==> src/rtl/pwm_dither_pkg.sv <==
package pwm_dither_pkg;
  localparam int unsigned DEF_CNT_W  = 8;
  localparam int unsigned DEF_FRAC_W = 24;
endpackage

==> src/rtl/dac_period_counter.sv <==
module dac_period_counter #(
  parameter int unsigned CNT_W = pwm_dither_pkg::DEF_CNT_W
) (
  input  logic             clk,
  input  logic             rst_n,
  output logic [CNT_W-1:0] cnt_o,
  output logic             wrap_o,
  output logic             start_o
);
  localparam logic [CNT_W-1:0] CNT_LAST = '1;

  logic [CNT_W-1:0] cnt_q;
  logic [CNT_W-1:0] cnt_d;

  always_comb begin
    cnt_d = cnt_q + 1'b1;
  end

  always_ff @(posedge clk or negedge rst_n) begin
    if (!rst_n) cnt_q <= '0;
    else        cnt_q <= cnt_d;
  end

  assign cnt_o   = cnt_q;
  assign wrap_o  = (cnt_q == CNT_LAST);
  assign start_o = (cnt_q == '0);


  wrap_then_zero_chk: assert property (@(posedge clk) disable iff (!rst_n)
    wrap_o |=> start_o);
endmodule

==> src/rtl/dac_err_accum.sv <==
module dac_err_accum #(
  parameter int unsigned CNT_W  = pwm_dither_pkg::DEF_CNT_W,
  parameter int unsigned FRAC_W = pwm_dither_pkg::DEF_FRAC_W
) (
  input  logic                    clk,
  input  logic                    rst_n,
  input  logic                    wrap_i,
  input  logic [CNT_W+FRAC_W-1:0] tgt_i,
  input  logic                    load_i,
  output logic [CNT_W-1:0]        whole_o
);
  localparam int unsigned ACC_W = CNT_W + FRAC_W;

  logic [ACC_W-1:0] tgt_q, tgt_d;
  logic [ACC_W-1:0] acc_q, acc_d;
  logic [ACC_W:0]   sum;

  always_comb begin
    tgt_d = load_i ? tgt_i : tgt_q;
    sum   = {1'b0, {CNT_W{1'b0}}, acc_q[FRAC_W-1:0]} + {1'b0, tgt_q};
    acc_d = acc_q;
    if (wrap_i) begin
      if (sum[ACC_W]) acc_d = '1;
      else            acc_d = sum[ACC_W-1:0];
    end
  end

  always_ff @(posedge clk or negedge rst_n) begin
    if (!rst_n) begin
      tgt_q <= '0;
      acc_q <= '0;
    end else begin
      tgt_q <= tgt_d;
      acc_q <= acc_d;
    end
  end

  assign whole_o = acc_q[ACC_W-1:FRAC_W];


  acc_floor_chk: assert property (@(posedge clk) disable iff (!rst_n)
    wrap_i |=> (acc_q >= $past(tgt_q)));


  acc_hold_chk: assert property (@(posedge clk) disable iff (!rst_n)
    !wrap_i |=> $stable(acc_q));
endmodule

==> src/rtl/dac_duty_stage.sv <==
module dac_duty_stage #(
  parameter int unsigned CNT_W = pwm_dither_pkg::DEF_CNT_W
) (
  input  logic             clk,
  input  logic             rst_n,
  input  logic             wrap_i,
  input  logic [CNT_W-1:0] cnt_i,
  input  logic [CNT_W-1:0] next_duty_i,
  output logic             pwm_o
);
  logic [CNT_W-1:0] duty_q, duty_d;

  always_comb begin
    duty_d = wrap_i ? next_duty_i : duty_q;
  end

  always_ff @(posedge clk or negedge rst_n) begin
    if (!rst_n) duty_q <= '0;
    else        duty_q <= duty_d;
  end

  assign pwm_o = (cnt_i < duty_q);


  duty_steady_chk: assert property (@(posedge clk) disable iff (!rst_n)
    !wrap_i |=> $stable(duty_q));


  zero_duty_low_chk: assert property (@(posedge clk) disable iff (!rst_n)
    (duty_q == '0) |-> !pwm_o);
endmodule

==> src/rtl/pwm_dither_dac.sv <==
module pwm_dither_dac #(
  parameter int unsigned CNT_W  = pwm_dither_pkg::DEF_CNT_W,
  parameter int unsigned FRAC_W = pwm_dither_pkg::DEF_FRAC_W
) (
  input  logic                    clk,
  input  logic                    rst_n,
  input  logic [CNT_W+FRAC_W-1:0] target_i,
  input  logic                    target_load_i,
  output logic                    pwm_o,
  output logic                    period_start_o
);
  logic [1:0]       rsync_q;
  logic             rst_int_n;
  logic [CNT_W-1:0] cnt;
  logic             wrap;
  logic [CNT_W-1:0] next_duty;

  always_ff @(posedge clk or negedge rst_n) begin
    if (!rst_n) rsync_q <= '0;
    else        rsync_q <= {rsync_q[0], 1'b1};
  end
  assign rst_int_n = rsync_q[1];

  dac_period_counter #(.CNT_W(CNT_W)) u_cnt (
    .clk     (clk),
    .rst_n   (rst_int_n),
    .cnt_o   (cnt),
    .wrap_o  (wrap),
    .start_o (period_start_o)
  );

  dac_err_accum #(.CNT_W(CNT_W), .FRAC_W(FRAC_W)) u_acc (
    .clk     (clk),
    .rst_n   (rst_int_n),
    .wrap_i  (wrap),
    .tgt_i   (target_i),
    .load_i  (target_load_i),
    .whole_o (next_duty)
  );

  dac_duty_stage #(.CNT_W(CNT_W)) u_duty (
    .clk         (clk),
    .rst_n       (rst_int_n),
    .wrap_i      (wrap),
    .cnt_i       (cnt),
    .next_duty_i (next_duty),
    .pwm_o       (pwm_o)
  );


  start_single_chk: assert property (@(posedge clk) disable iff (!rst_int_n)
    period_start_o |=> !period_start_o);
endmodule

==> config.mk <==
export PLATFORM = sky130hd
export DESIGN_NAME = pwm_dither_dac
export DESIGN_NICKNAME = d
export VERILOG_FILES = /design/src/rtl/pwm_dither_pkg.sv /design/src/rtl/dac_period_counter.sv /design/src/rtl/dac_err_accum.sv /design/src/rtl/dac_duty_stage.sv /design/src/rtl/pwm_dither_dac.sv
export SDC_FILE = /design/constraint.sdc
export NUM_CORES = 1
export LEC_CHECK = 0
export ABC_AREA = 1
export BUFFER_PORTS_ARGS = -buffer_cell sky130_fd_sc_hd__buf_2
export CAP_MARGIN = 20
export CORE_MARGIN = 3
export CORE_UTILIZATION = 40
export CTS_BUF_LIST = sky130_fd_sc_hd__clkbuf_4
export DETAILED_ROUTE_END_ITERATION = 16
export MAX_ROUTING_LAYER = met4
export PLACE_DENSITY_LB_ADDON = 0.3
export SYNTH_ARGS = -nofsm -noshare
export SYNTH_HDL_FRONTEND = slang
export SYNTH_HIERARCHICAL = 1
export SYNTH_SLANG_ARGS = --single-unit
==> constraint.sdc <==
create_clock -name clk -period 4.59 [get_ports clk]
set_clock_uncertainty 0.15 [all_clocks]
set_input_delay 0.2295 -clock clk [delete_from_list [all_inputs] [get_ports clk]]
set_output_delay 0.2295 -clock clk [all_outputs]
set_load 0.02 [all_outputs]
# After elaboration in Yosys (flattened, before gate mapping)
# Cells that the tools add are included.
[totals]
regBits = 82
out_inout_bits = 2
wordCells = 11
[classes]
addsub = 2
magnitude_cmp = 1
eq_ne = 1
n_mux = 1
n_reduce_logical = 1
[ops]
columns = ["operator", "count"]
rows = [
  ["24-bit by 32-bit adder with 33-bit output", 1],
  ["32-bit 2-to-1 mux", 1],
  ["8-bit by 1-bit adder with 8-bit output (second input constant)", 1],
  ["8-bit == test (second input constant)", 1],
  ["8-bit logical NOT", 1],
  ["8-bit < comparator", 1],
]

# Depth between registers and ports, before layout
[depth]
word_depth = 2
depth_mapped = 14
depth_no_buf = 14

# Cells and area by module
# Netlist, hierarchy kept.
[modules_own_cells]
columns = ["module", "instances", "cells_per_inst", "area_per_inst_um2", "seq_area_each_um2"]
rows = [
  ["dac_err_accum", 1, 671, 4734.5, 1601.5],
  ["dac_duty_stage", 1, 55, 467.9, 200.2],
  ["dac_period_counter", 1, 46, 391.6, 200.2],
  ["pwm_dither_dac", 1, 3, 53.8, 50.0],
]

# Worst setup path before layout
# OpenSTA, ideal clock, no wires.
[synth_path]
path_kind = "register to register"
from = "register u_acc.tgt_q[0]"
to = "register u_acc.acc_q[10]"
setup_ns = 0.127
t_arrival_ns = 1.944
required_ns = 4.313
path_slack_ns = 2.369
stages_incl_launch_ff = 14
path_buffers = 1
synth_period_minus_slack_ns = 2.221
cell_sequence = "dfrtp_1 > ha_1 > fa_1 > nand3_1 > nand3_2 > nand2_1 > nand2_2 > nand3_2 > nand3_2 > nand2_2 > nand2_4 > inv_4 > buf_12 > a21oi_4"
[synth_via]
elab_chain_len = 2
[synth_lines]
columns = ["element", "line", "source"]
rows = [
  ["start, declared", "dac_err_accum.sv:14", "logic [ACC_W-1:0] tgt_q, tgt_d;"],
  ["start signal, assigned", "dac_err_accum.sv:33", "tgt_q <= tgt_d;"],
  ["24-bit by 32-bit adder with 33-bit output", "dac_err_accum.sv:20", "sum = {1'b0, {CNT_W{1'b0}}, acc_q[FRAC_W-1:0]} + {1'b0, tgt_q};"],
  ["32-bit 2-to-1 mux", "dac_err_accum.sv:23", "if (sum[ACC_W]) acc_d = '1;"],
  ["end signal, assigned", "dac_err_accum.sv:31", "acc_q <= '0;"],
  ["end signal, assigned", "dac_err_accum.sv:34", "acc_q <= acc_d;"],
  ["end, declared", "dac_err_accum.sv:15", "logic [ACC_W-1:0] acc_q, acc_d;"],
]
# Every way passes these cells.
# A chain may end at the register's enable or synchronous reset.

# Final worst setup path
[layout_path]
from = "register u_acc.tgt_q[0]"
to = "register u_acc.acc_q[2]"
# Same word-level chain as after synthesis.

==> impl_metrics.ini <==
[outcome]
status = finished, final reports clean

[worst_setup_path]
start_kind = flop
crit_path_top_delay_cell = fa_1
worstPathRequired_ps = 4780
worst-path-buf-inv = 1
path_cells = ha_1 > fa_1 > nand3_1 > nand3_2 > nand2_1 > nand2_2 > nand3_2 > nand3_2 > nand2_2 > nand2_4 > inv_4 > a21oi_1
cp-end-kind = flop
regToRegSetupSlack_ps = 1990
critPathMaxFanout = 15
crit_family = simple AND/OR/NAND/NOR gates
crit_path_max_incr_delay_ps = 460
worstPathArrival_ps = 2790
crit_type = flop to flop
crit_path_frequent_cell = nand3_2

[worst_hold_path]
hold_class = flop to asynchronous set/reset pin

[placed_design]
hpwl_um = 9450
gp_congestion = 0.928
port_buffers = 36

[clock_tree]
cts_root_buf = clkbuf_4
ctsResizeCount = 0
worstSkewPairLatency_ps = 460
h-tree-depth = 3
cts_made_buffers = 9
clockBufferDepth = 2
postCtsSetupBuffers = 0
cts.clk_slew.worst_paths_ps = 130
cts.sinks = 82
cts_tree = done

[pwr]
p_per_area_nw_per_um2 = 252
vdd_drop_max_v = 0.000104
power.leakage_nw = 3.34
power_mw = 1.62

[die]
fp.dieH_um = 125
dieArea_um2 = 15600
io_pins = 37
fp-row-count = 42
coreArea_um2 = 13500
start_util_pct = 41.8
chipWidth_um = 125

[finish]
finalNetCount = 908
ff_latch_area_um2 = 2060
nFillCells = 1384
drive_above_1_share_pct = 13.6
area_growth_pct = 13.7
multi_input_area_um2 = 2990

[global_routing]
grt_overflow = 0
grt_pass1_vias = 4633
antenna_found_initial = 1
grt_pass1_wl_um = 21400
grt_max_degree = 48
gr-usage-all-layers_pct = 17.2

[timing]
hold_viol = 0
fmax_mhz = 385
period_minus_slack_ps = 2600
tightest_slew_ps = 827
timing.final.crit_share_pct = 56.6
rsz0062_at_grt = false
slew_viol_final = 0
setup_viol = 0
setup_tns_ps = 0
relSlewSlack_pct = 44.9

[drt]
vias_per_cell = 4.61
ant_nets = 0
dr.first_iter.drc_count = 250
wire_per_inst_um = 11.9
drc = 0
dr.pass1.iters = 6
vias = 4703
drt-total-wl_um = 12200

[synth]
synth_edf_count = 0
yosysTopAreaCellShare_pct = 36.3
synth_cells = 775
syn_area_um2 = 5650
syn_area_per_cell_um2 = 7.29
yosys_warnings = 6
synth_area_leaders = dfrtp_1, nand2_1, inv_1
synth_flop_cell = dfrtp_1
synth_top_area_cell = dfrtp_1
synth_nets = 844
synth.distinct_cells = 34
async_flop_share_pct = 100
ys_seq_area_share_pct = 36.3
synth_seq_cells = 82

[flow_run]
maxCapViolations = 0
-- stage by stage --
step | instance area, µm² | worst slack (ps) | hold slack (ps) | utilization (%) | instances
3_3_place_gp | 5940 | 2070 | -132 | 44.0 | 970
6_report | 6420 | 1990 | 129 | 47.6 | 1021
5_1_grt | 6420 | 1760 | 185 | 47.6 | 1021
2_1_floorplan | 5650 | 1990 | -216 | - | 775
3_5_place_dp | 5940 | 1950 | -130 | 44.0 | 970
4_1_cts | 6420 | 1930 | 156 | 47.5 | 1020
-- where the power goes --
part	internal [mW]	switching, mW	total (mW)
sequential	0.751	0.0270	0.778
combinational	0.163	0.245	0.408
clock	0.174	0.260	0.434
-- cells in the mapped netlist, types with 2 or more instances --
library cell	number
a21oi_1	26
a21oi_4	10
and2_1	3
buf_4	8
buf_6	2
clkbuf_1	7
dfrtp_1	82
ha_1	33
inv_1	121
inv_2	5
mux2_2	26
nand2_1	246
nand2_2	6
nand3_1	31
nand3_2	4
nand3b_1	2
nand4_1	2
nor2_1	100
nor2_4	3
nor3_1	11
o21ai_0	18
xnor2_1	13
xor2_1	5
-- worst paths after layout --
kind / from / to / cells past startpoint
min in group clk: rsync_q[0] / rsync_q[1] / 0
max reg2reg: u_acc/tgt_q[0] / u_acc/acc_q[2] / 12
min: rsync_q[1] / u_acc/acc_q[21] / 0
max: u_acc/tgt_q[0] / u_acc/acc_q[2] / 12
min reg2reg: rsync_q[1] / u_acc/acc_q[21] / 0
max in group asynchronous: rsync_q[1] / u_acc/acc_q[5] / 1
-- registers in the layout (all words and copies together), names as in the netlist --
name,count
u_duty/duty_q,8
u_acc/tgt_q,32
rsync_q,2
u_cnt/cnt_o,8
u_acc/acc_q,32
-- metal layers --
| metal | up-vias | GRT usage (%) | part of all wire [%] |
|---|---|---|---|
| met1 | 2116 | 22.6 | 50 |
| li1 | 2498 | - | - |
| met5 | - | - | 0 |
| met4 | 0 | 4.91 | 1.7 |
| met2 | 75 | 26.7 | 45 |
| met3 | 14 | 3.99 | 3.4 |
-- logic make-up (layout without fill, tap and decap cells) --
| logic type | count (synthesis) | in the layout | share of synthesized area (%) |
|---|---|---|---|
| DFF | 82 | 82 | 36.3 |
| muxes | 26 | 26 | 5.18 |
| and+or+nand+nor | 412 | 412 | 30.1 |
| adders and majority gates | 34 | 34 | 7.67 |
| xor gates and xnor gates | 18 | 18 | 2.79 |
| buffers and inverters | 146 | 215 | 10.9 |
| AOI/OAI and AO/OA | 56 | 56 | 7.00 |
| other | 1 | 2 | 0.0664 |
-- cells in the final DEF, fill, tap and decap left out, drive strengths merged, types with 2 or more instances in the layout --
master / instances
a21oi: 36
and2: 3
buf: 38
clkbuf: 10
clkinv: 2
dfrtp: 82
dlygate4sd3: 34
ha: 33
inv: 129
mux2: 26
nand2: 253
nand3: 35
nand3b: 2
nand4: 2
nor2: 104
nor3: 12
o21ai: 19
xnor2: 13
xor2: 5
-- timing repair --
action,in CTS,in global routing
hold buffers,34,0
endpoints found under the setup margin,0,0
endpoints found under the hold margin,34,0
-- final cells by class --
type / instances / area share (%)
flip-flops and latches: 82 / 32.0
clock buffers: 10 / 1.17
repair buffers: 72 / 8.34
inverters: 127 / 7.46
diodes: 1 / 0.0390
clock inverters: 6 / 1.01
multi-input cells: 547 / 46.6
well taps: 176 / 3.43
Note: power is estimated with default switching activity, not from simulation.
